## config.mk

```make
export PLATFORM = sky130hd
export DESIGN_NAME = txmode_reg
export DESIGN_NICKNAME = d
export VERILOG_FILES = /design/src/rtl/txmode_pkg.sv /design/src/rtl/txmode_ctrl.sv /design/src/rtl/txmode_datapath.sv /design/src/rtl/txmode_reg.sv
export SDC_FILE = /design/constraint.sdc
export NUM_CORES = 1
export LEC_CHECK = 0
export BUFFER_PORTS_ARGS = -buffer_cell sky130_fd_sc_hd__buf_2
export CAP_MARGIN = 20
export CORE_AREA = 2 2 39 41
export DETAILED_ROUTE_END_ITERATION = 7
export DIE_AREA = 0 0 41 43
export PLACE_DENSITY_LB_ADDON = 0.05
export SLEW_MARGIN = 10
export SYNTH_ARGS = -nofsm -noshare
export SYNTH_HDL_FRONTEND = slang
export SYNTH_SLANG_ARGS = --single-unit
```

## constraint.sdc

```tcl
create_clock -name clk -period 3.1 [get_ports clk]
set_input_delay 0.31 -clock clk [delete_from_list [all_inputs] [get_ports clk]]
set_output_delay 0.31 -clock clk [all_outputs]
set_load 0.01 [all_outputs]
```

## src/rtl/txmode_pkg.sv

```systemverilog
package txmode_pkg;

  // Bit positions of the mode field; the host decodes these
  localparam int unsigned CARRIER_BIT = 0;
  localparam int unsigned LOOPMODE_BIT = 1;
  localparam int unsigned DREQEARLY_BIT = 2;
  localparam int unsigned TEST_BIT = 3;
  localparam int unsigned MODE_W = 3;

  // Mode value after reset: early DREQ, standard loopback, carrier honoured
  localparam logic [MODE_W-1:0] MODE_RESET = 3'b110;

  // Strobes passed from the control module to the datapath
  typedef struct packed {
    logic wrMode;
    logic incCol;
    logic clrCol;
    logic setCancel;
    logic clrCancel;
    logic armDreq;
    logic disarmDreq;
  } txCtlStrobes_t;

endpackage

```

## src/rtl/txmode_ctrl.sv

```systemverilog
module txmode_ctrl
  import txmode_pkg::*;
#(
  parameter int unsigned REM_W = 8,
  parameter int unsigned EARLY_GAP = 2
) (
  input  logic             clk,
  input  logic             rst_n,
  input  logic             regWrEn,
  input  logic             colStrobe,
  input  logic             txDoneStrobe,
  input  logic             linkFail,
  input  logic             jabber,
  input  logic             dmaStart,
  input  logic [REM_W-1:0] dmaRemain,
  input  logic             dreqEarly,
  input  logic             loopMode,
  input  logic             dreqArmed,
  output logic             dreqReached,
  output txCtlStrobes_t    strobes
);

  localparam logic [REM_W-1:0] GAP_CYC = REM_W'(EARLY_GAP);

  logic [REM_W-1:0] dropThreshold;
  logic             cancelCause;

  // Early mode moves the drop point EARLY_GAP cycles ahead of the last one
  always_comb begin
    dropThreshold = dreqEarly ? GAP_CYC : '0;
    dreqReached = (dmaRemain <= dropThreshold);
  end

  assign cancelCause = colStrobe && (linkFail || jabber) && loopMode;

  always_comb begin
    strobes = '0;
    strobes.wrMode = regWrEn;
    // Frame end wins over a collision arriving in the same cycle
    strobes.clrCol = txDoneStrobe;
    strobes.incCol = colStrobe && !txDoneStrobe;
    strobes.clrCancel = txDoneStrobe;
    strobes.setCancel = cancelCause && !txDoneStrobe;
    // A new transfer wins over the drop of the previous one
    strobes.armDreq = dmaStart;
    strobes.disarmDreq = dreqArmed && dreqReached && !dmaStart;
  end

  // a frame end never counts as a collision
  p_clear_wins_r4: assert property (@(posedge clk) disable iff (!rst_n)
    txDoneStrobe |-> !strobes.incCol);

  // arming and disarming never both fire
  p_arm_excl_r5: assert property (@(posedge clk) disable iff (!rst_n)
    !(strobes.armDreq && strobes.disarmDreq));

endmodule

```

## src/rtl/txmode_datapath.sv

```systemverilog
module txmode_datapath
  import txmode_pkg::*;
#(
  parameter int unsigned COL_W = 4,
  parameter int unsigned REG_W = 8
) (
  input  logic             clk,
  input  logic             rst_n,
  input  txCtlStrobes_t    strobes,
  input  logic [REG_W-1:0] regWrData,
  input  logic             txActive,
  input  logic             dreqReached,
  output logic [REG_W-1:0] regRdData,
  output logic             dreq,
  output logic             dreqArmed,
  output logic             dreqEarly,
  output logic             loopMode,
  output logic             loopbackEn,
  output logic             lineTxEn,
  output logic             carrierIgnore
);

  localparam logic [COL_W-1:0] COL_MAX = '1;
  localparam int unsigned COL_LSB = TEST_BIT + 1;

  logic [MODE_W-1:0] modeBits;
  logic [COL_W-1:0]  colCnt;
  logic              cancelStd;

  // Mode bits: only the writable field follows host data
  always_ff @(posedge clk) begin
    if (!rst_n) begin
      modeBits <= MODE_RESET;
    end else if (strobes.wrMode) begin
      modeBits <= regWrData[MODE_W-1:0];
    end
  end

  // Collision tally, saturating, cleared at frame end
  always_ff @(posedge clk) begin
    if (!rst_n) begin
      colCnt <= '0;
    end else if (strobes.clrCol) begin
      colCnt <= '0;
    end else if (strobes.incCol && (colCnt != COL_MAX)) begin
      colCnt <= colCnt + 1'b1;
    end
  end

  // Standard-loopback cancel flag for the current frame
  always_ff @(posedge clk) begin
    if (!rst_n) begin
      cancelStd <= 1'b0;
    end else if (strobes.clrCancel) begin
      cancelStd <= 1'b0;
    end else if (strobes.setCancel) begin
      cancelStd <= 1'b1;
    end
  end

  // DMA request arm flag
  always_ff @(posedge clk) begin
    if (!rst_n) begin
      dreqArmed <= 1'b0;
    end else if (strobes.armDreq) begin
      dreqArmed <= 1'b1;
    end else if (strobes.disarmDreq) begin
      dreqArmed <= 1'b0;
    end
  end

  always_comb begin
    carrierIgnore = modeBits[CARRIER_BIT];
    loopMode = modeBits[LOOPMODE_BIT];
    dreqEarly = modeBits[DREQEARLY_BIT];
    dreq = dreqArmed && !dreqReached;
    if (!loopMode) begin
      loopbackEn = 1'b1;
      lineTxEn = 1'b0;
    end else begin
      loopbackEn = txActive && !cancelStd;
      lineTxEn = 1'b1;
    end
  end

  // Register image: tally above the test bit, which always reads 0
  always_comb begin
    regRdData = '0;
    regRdData[MODE_W-1:0] = modeBits;
    regRdData[TEST_BIT] = 1'b0;
    regRdData[COL_LSB +: COL_W] = colCnt;
  end

  // the tally never wraps from its top value
  p_no_wrap_r3: assert property (@(posedge clk) disable iff (!rst_n)
    (colCnt == COL_MAX && !strobes.clrCol) |=> colCnt == COL_MAX);

  // a host write leaves the tally alone
  p_tally_kept_r2: assert property (@(posedge clk) disable iff (!rst_n)
    (strobes.wrMode && !strobes.incCol && !strobes.clrCol) |=> $stable(colCnt));

endmodule

```

## src/rtl/txmode_reg.sv

```systemverilog
module txmode_reg
  import txmode_pkg::*;
#(
  parameter int unsigned COL_W = 4,
  parameter int unsigned REM_W = 8,
  parameter int unsigned EARLY_GAP = 2,
  localparam int unsigned REG_W = COL_W + 4
) (
  input  logic             clk,
  input  logic             rst_n,
  input  logic             regWrEn,
  input  logic [REG_W-1:0] regWrData,
  output logic [REG_W-1:0] regRdData,
  input  logic             colStrobe,
  input  logic             txDoneStrobe,
  input  logic             txActive,
  input  logic             linkFail,
  input  logic             jabber,
  input  logic             dmaStart,
  input  logic [REM_W-1:0] dmaRemain,
  output logic             dreq,
  output logic             loopbackEn,
  output logic             lineTxEn,
  output logic             carrierIgnore
);

  txCtlStrobes_t strobes;
  logic dreqReached;
  logic dreqArmed;
  logic dreqEarly;
  logic loopMode;

  txmode_ctrl #(.REM_W(REM_W), .EARLY_GAP(EARLY_GAP)) u_ctrl (
    .clk(clk), .rst_n(rst_n), .regWrEn(regWrEn), .colStrobe(colStrobe),
    .txDoneStrobe(txDoneStrobe), .linkFail(linkFail), .jabber(jabber),
    .dmaStart(dmaStart), .dmaRemain(dmaRemain), .dreqEarly(dreqEarly),
    .loopMode(loopMode), .dreqArmed(dreqArmed), .dreqReached(dreqReached),
    .strobes(strobes)
  );

  txmode_datapath #(.COL_W(COL_W), .REG_W(REG_W)) u_dp (
    .clk(clk), .rst_n(rst_n), .strobes(strobes), .regWrData(regWrData),
    .txActive(txActive), .dreqReached(dreqReached), .regRdData(regRdData),
    .dreq(dreq), .dreqArmed(dreqArmed), .dreqEarly(dreqEarly),
    .loopMode(loopMode), .loopbackEn(loopbackEn), .lineTxEn(lineTxEn),
    .carrierIgnore(carrierIgnore)
  );

  // frame end clears the tally by the next cycle
  p_tally_cleared_r4: assert property (@(posedge clk) disable iff (!rst_n)
    txDoneStrobe |=> regRdData[REG_W-1 -: COL_W] == '0);

  // no request in the last cycle of a transfer
  p_last_cycle_r5: assert property (@(posedge clk) disable iff (!rst_n)
    (dmaRemain == '0) |-> !dreq);

  // early mode drops the request EARLY_GAP cycles ahead
  p_early_drop_r6: assert property (@(posedge clk) disable iff (!rst_n)
    (regRdData[DREQEARLY_BIT] && dmaRemain <= REM_W'(EARLY_GAP)) |-> !dreq);

  // forced loopback always blocks the line
  p_forced_r7: assert property (@(posedge clk) disable iff (!rst_n)
    !regRdData[LOOPMODE_BIT] |-> (loopbackEn && !lineTxEn));

  // standard loopback only while sending
  p_std_idle_r8: assert property (@(posedge clk) disable iff (!rst_n)
    (regRdData[LOOPMODE_BIT] && !txActive) |-> !loopbackEn);

  // a collision during link failure or jabber drops loopback
  p_cancel_r9: assert property (@(posedge clk) disable iff (!rst_n)
    (colStrobe && (linkFail || jabber) && regRdData[LOOPMODE_BIT]
     && !txDoneStrobe && !regWrEn) |=> !loopbackEn);

  // carrier flag mirrors bit 0
  p_carrier_r10: assert property (@(posedge clk) disable iff (!rst_n)
    carrierIgnore == regRdData[CARRIER_BIT]);

endmodule

```

==> run summary <==
outcome -> finished, final reports clean
proportion of synthesized chip area in sequential cells -> 0.378
I/O pin total -> 37
CTS hold repair buffers -> 0
core footprint -> 1380 sq um
final non-filler cell total -> 99
nets -> 111
unrepaired setup endpoints after global routing -> false
leakage -> 0.323 nW
vias per std cell -> 4.79
Post-Syn Area -> 477 sq um
commonest non-fill, non-tap cell in the layout -> buf_2
mean routed wirelength per cell -> 9.47 um
syn nets -> 80
worst-path cell chain -> ha_1 > a21oi_1 > o21a_1 > buf_2
CP Data Arrival Time -> 1270 ps
DRT antenna net count -> 0
CTS Sinks -> 9
register bit count reported by yosys -> 9
Clock transition at path regs -> 60 ps
CP max stage delay -> 320 ps
Worst Setup End Kind -> output pin
peak supply drop -> 0.000238 V
Num CTS Buffers -> 3
dpl ws -> 1660 ps
worst min-delay path category -> in -> reg
H-tree lvl count -> 1
global-route wire length before repair -> 1690 um
First-pass DRT Iterations -> 3
Sw Ratio -> 0.243
DR iter-0 viols -> 1
Tcrit/Tclk final -> 0.509
total number of yosys warnings -> 0
die area -> 1760 sq um
HPWL Detailed -> 770 um
Port-buffer cells -> 30
largest net degree at the start of global routing -> 7
vias -> 474
number of distinct library cells after synthesis -> 25
Total GRT Usage -> 0.138
Placed Cells -> 95
initial antenna violation count -> 0
DRT Wirelength -> 938 um
postcts setup bufs -> 0
n_diodes -> 0
data required time of the worst path -> 2790 ps
minimum clock period -> 1580 ps
vias in the first global route -> 446
CTS max path bufs -> 2
Post-Syn Instances -> 53
Final Hold Vio Count -> 0
Pins Over Slew Limit -> 0
internal power -> 0.191 mW
final worst slack -> 1520 ps
# fillers -> 151
power per cell area -> 393 nW/um^2
Crit Path Max Fanout -> 3
gpl congestion -> 0.618
CP delay by family, top -> flip-flops
Bufs and invs on worst path -> 1
syn_area_per_cell -> 8.99 sq um
Combinational Power Share -> 0.161
later-pin clock latency in the skew report -> 250 ps
skew final -> 2.88 ps
CTS Root Cell -> clkbuf_4
Post-route DRC -> 0
MaxCap Viol Count -> 0
setup violators final -> 0
Initial Util -> 0.344
Die W -> 41 um
Psw -> 0.0613 mW
GRT overflow -> 0
Clock power frac -> 0.353
Area growth, synth to finish -> 34.9%
row count -> 14
Post-CTS Resized -> 0
layout cells sized above 1 -> 0.422
Crit-path slowest cell -> dfxtp_1
CTS tree -> done
Die Y -> 43 um
most frequent cells in the layout -> buf_2 (30), dfxtp_1 (9), a21oi_1 (5)
CP startpoint kind -> flop
Max Clk Rate -> 634 MHz
sequential share of power -> 0.486
CP Class -> reg -> out
final setup TNS -> 0 ps
-- per-layer routing --
metal | track usage | vias to the layer above | share of wire
met1 | 0.174 | 215 | 0.45
met4 | 0.0200 | 0 | 0
li1 | - | 245 | -
met2 | 0.213 | 14 | 0.48
met5 | 0 | - | 0
met3 | 0.0681 | 0 | 0.075
-- area by class of cell --
cell class                      count  area, sq um  area share
Multi-Input combinational cell     37          255       0.397
Sequential cell                     9          180       0.280
Timing Repair Buffer               30          150       0.233
Clock buffer                        4         26.3      0.0409
Tap cell                           16         20.0      0.0311
Inverter                            3         11.3      0.0175
-- cells in the mapped netlist --
library cell,instances,area (sq um)
dfxtp_1,9,180
a21oi_1,5,25.0
buf_4,4,30.0
inv_1,3,11.3
mux2i_1,3,30.0
nand2_1,3,11.3
o21a_1,3,22.5
o21ai_0,3,15.0
ha_1,2,25.0
nor2_1,2,7.51
nor3_1,2,10.0
a211oi_1,1,7.51
a41oi_1,1,8.76
and2b_1,1,7.51
and3_4,1,11.3
and4b_1,1,10.0
conb_1,1,3.75
nand2b_1,1,6.26
nand2b_4,1,13.8
nand3_1,1,5.00
nand3b_1,1,7.51
nor2b_1,1,6.26
nor4_1,1,6.26
o31a_1,1,8.76
or3_1,1,6.26
-- sequential cells by signal, summed over array words and instances (netlist names) --
signal and flops:
u_dp.modeBits 3, u_dp.dreqArmed 1, u_dp.cancelStd 1, u_dp.colCnt 4
-- final timing paths --
check,depth (start not counted),startpoint,slack [ps],endpoint
worst min register to register,2,u_dp.cancelStd$_SDFFE_PP0P_,460,u_dp.cancelStd$_SDFFE_PP0P_
worst max-delay path,4,u_dp.modeBits[2]$_SDFFE_PN1P_,1520,dreq
worst max register to register,4,u_dp.colCnt[0]$_SDFFE_PP0P_,1800,u_dp.colCnt[0]$_SDFFE_PP0P_
worst min-delay path,2,rst_n,260,u_dp.modeBits[2]$_SDFFE_PN1P_
-- through the flow --
step | util | hold WS (ps) | cell area, sq um | total power, mW
floorplan | - | 372 | 477 | 0.149
global placement | 0.446 | 450 | 617 | 0.167
detailed placement | 0.446 | 456 | 617 | 0.167
CTS | 0.465 | 261 | 643 | 0.259
global route | 0.465 | 261 | 643 | 0.273
finish | 0.465 | 265 | 643 | 0.253
-- power by group through the flow --
stage	logic (mW)	clock network, mW	registers [mW]
2_1_floorplan	0.0225	0	0.126
3_3_place_gp	0.0411	0	0.125
3_5_place_dp	0.0414	0	0.126
4_1_cts	0.0415	0.0943	0.123
5_1_grt	0.0470	0.102	0.124
6_report	0.0407	0.0891	0.123
-- logic make-up after synthesis --
| logic type | after synthesis | synth area share |
|---|---|---|
| mux | 3 | 0.0630 |
| fa+ha+maj | 2 | 0.0525 |
| buf+inv | 7 | 0.0866 |
| compound gates | 14 | 0.184 |
| simple gates | 17 | 0.228 |
| flops | 9 | 0.378 |
| other cells | 1 | 0.00787 |
(Power assumes the default switching activity.)
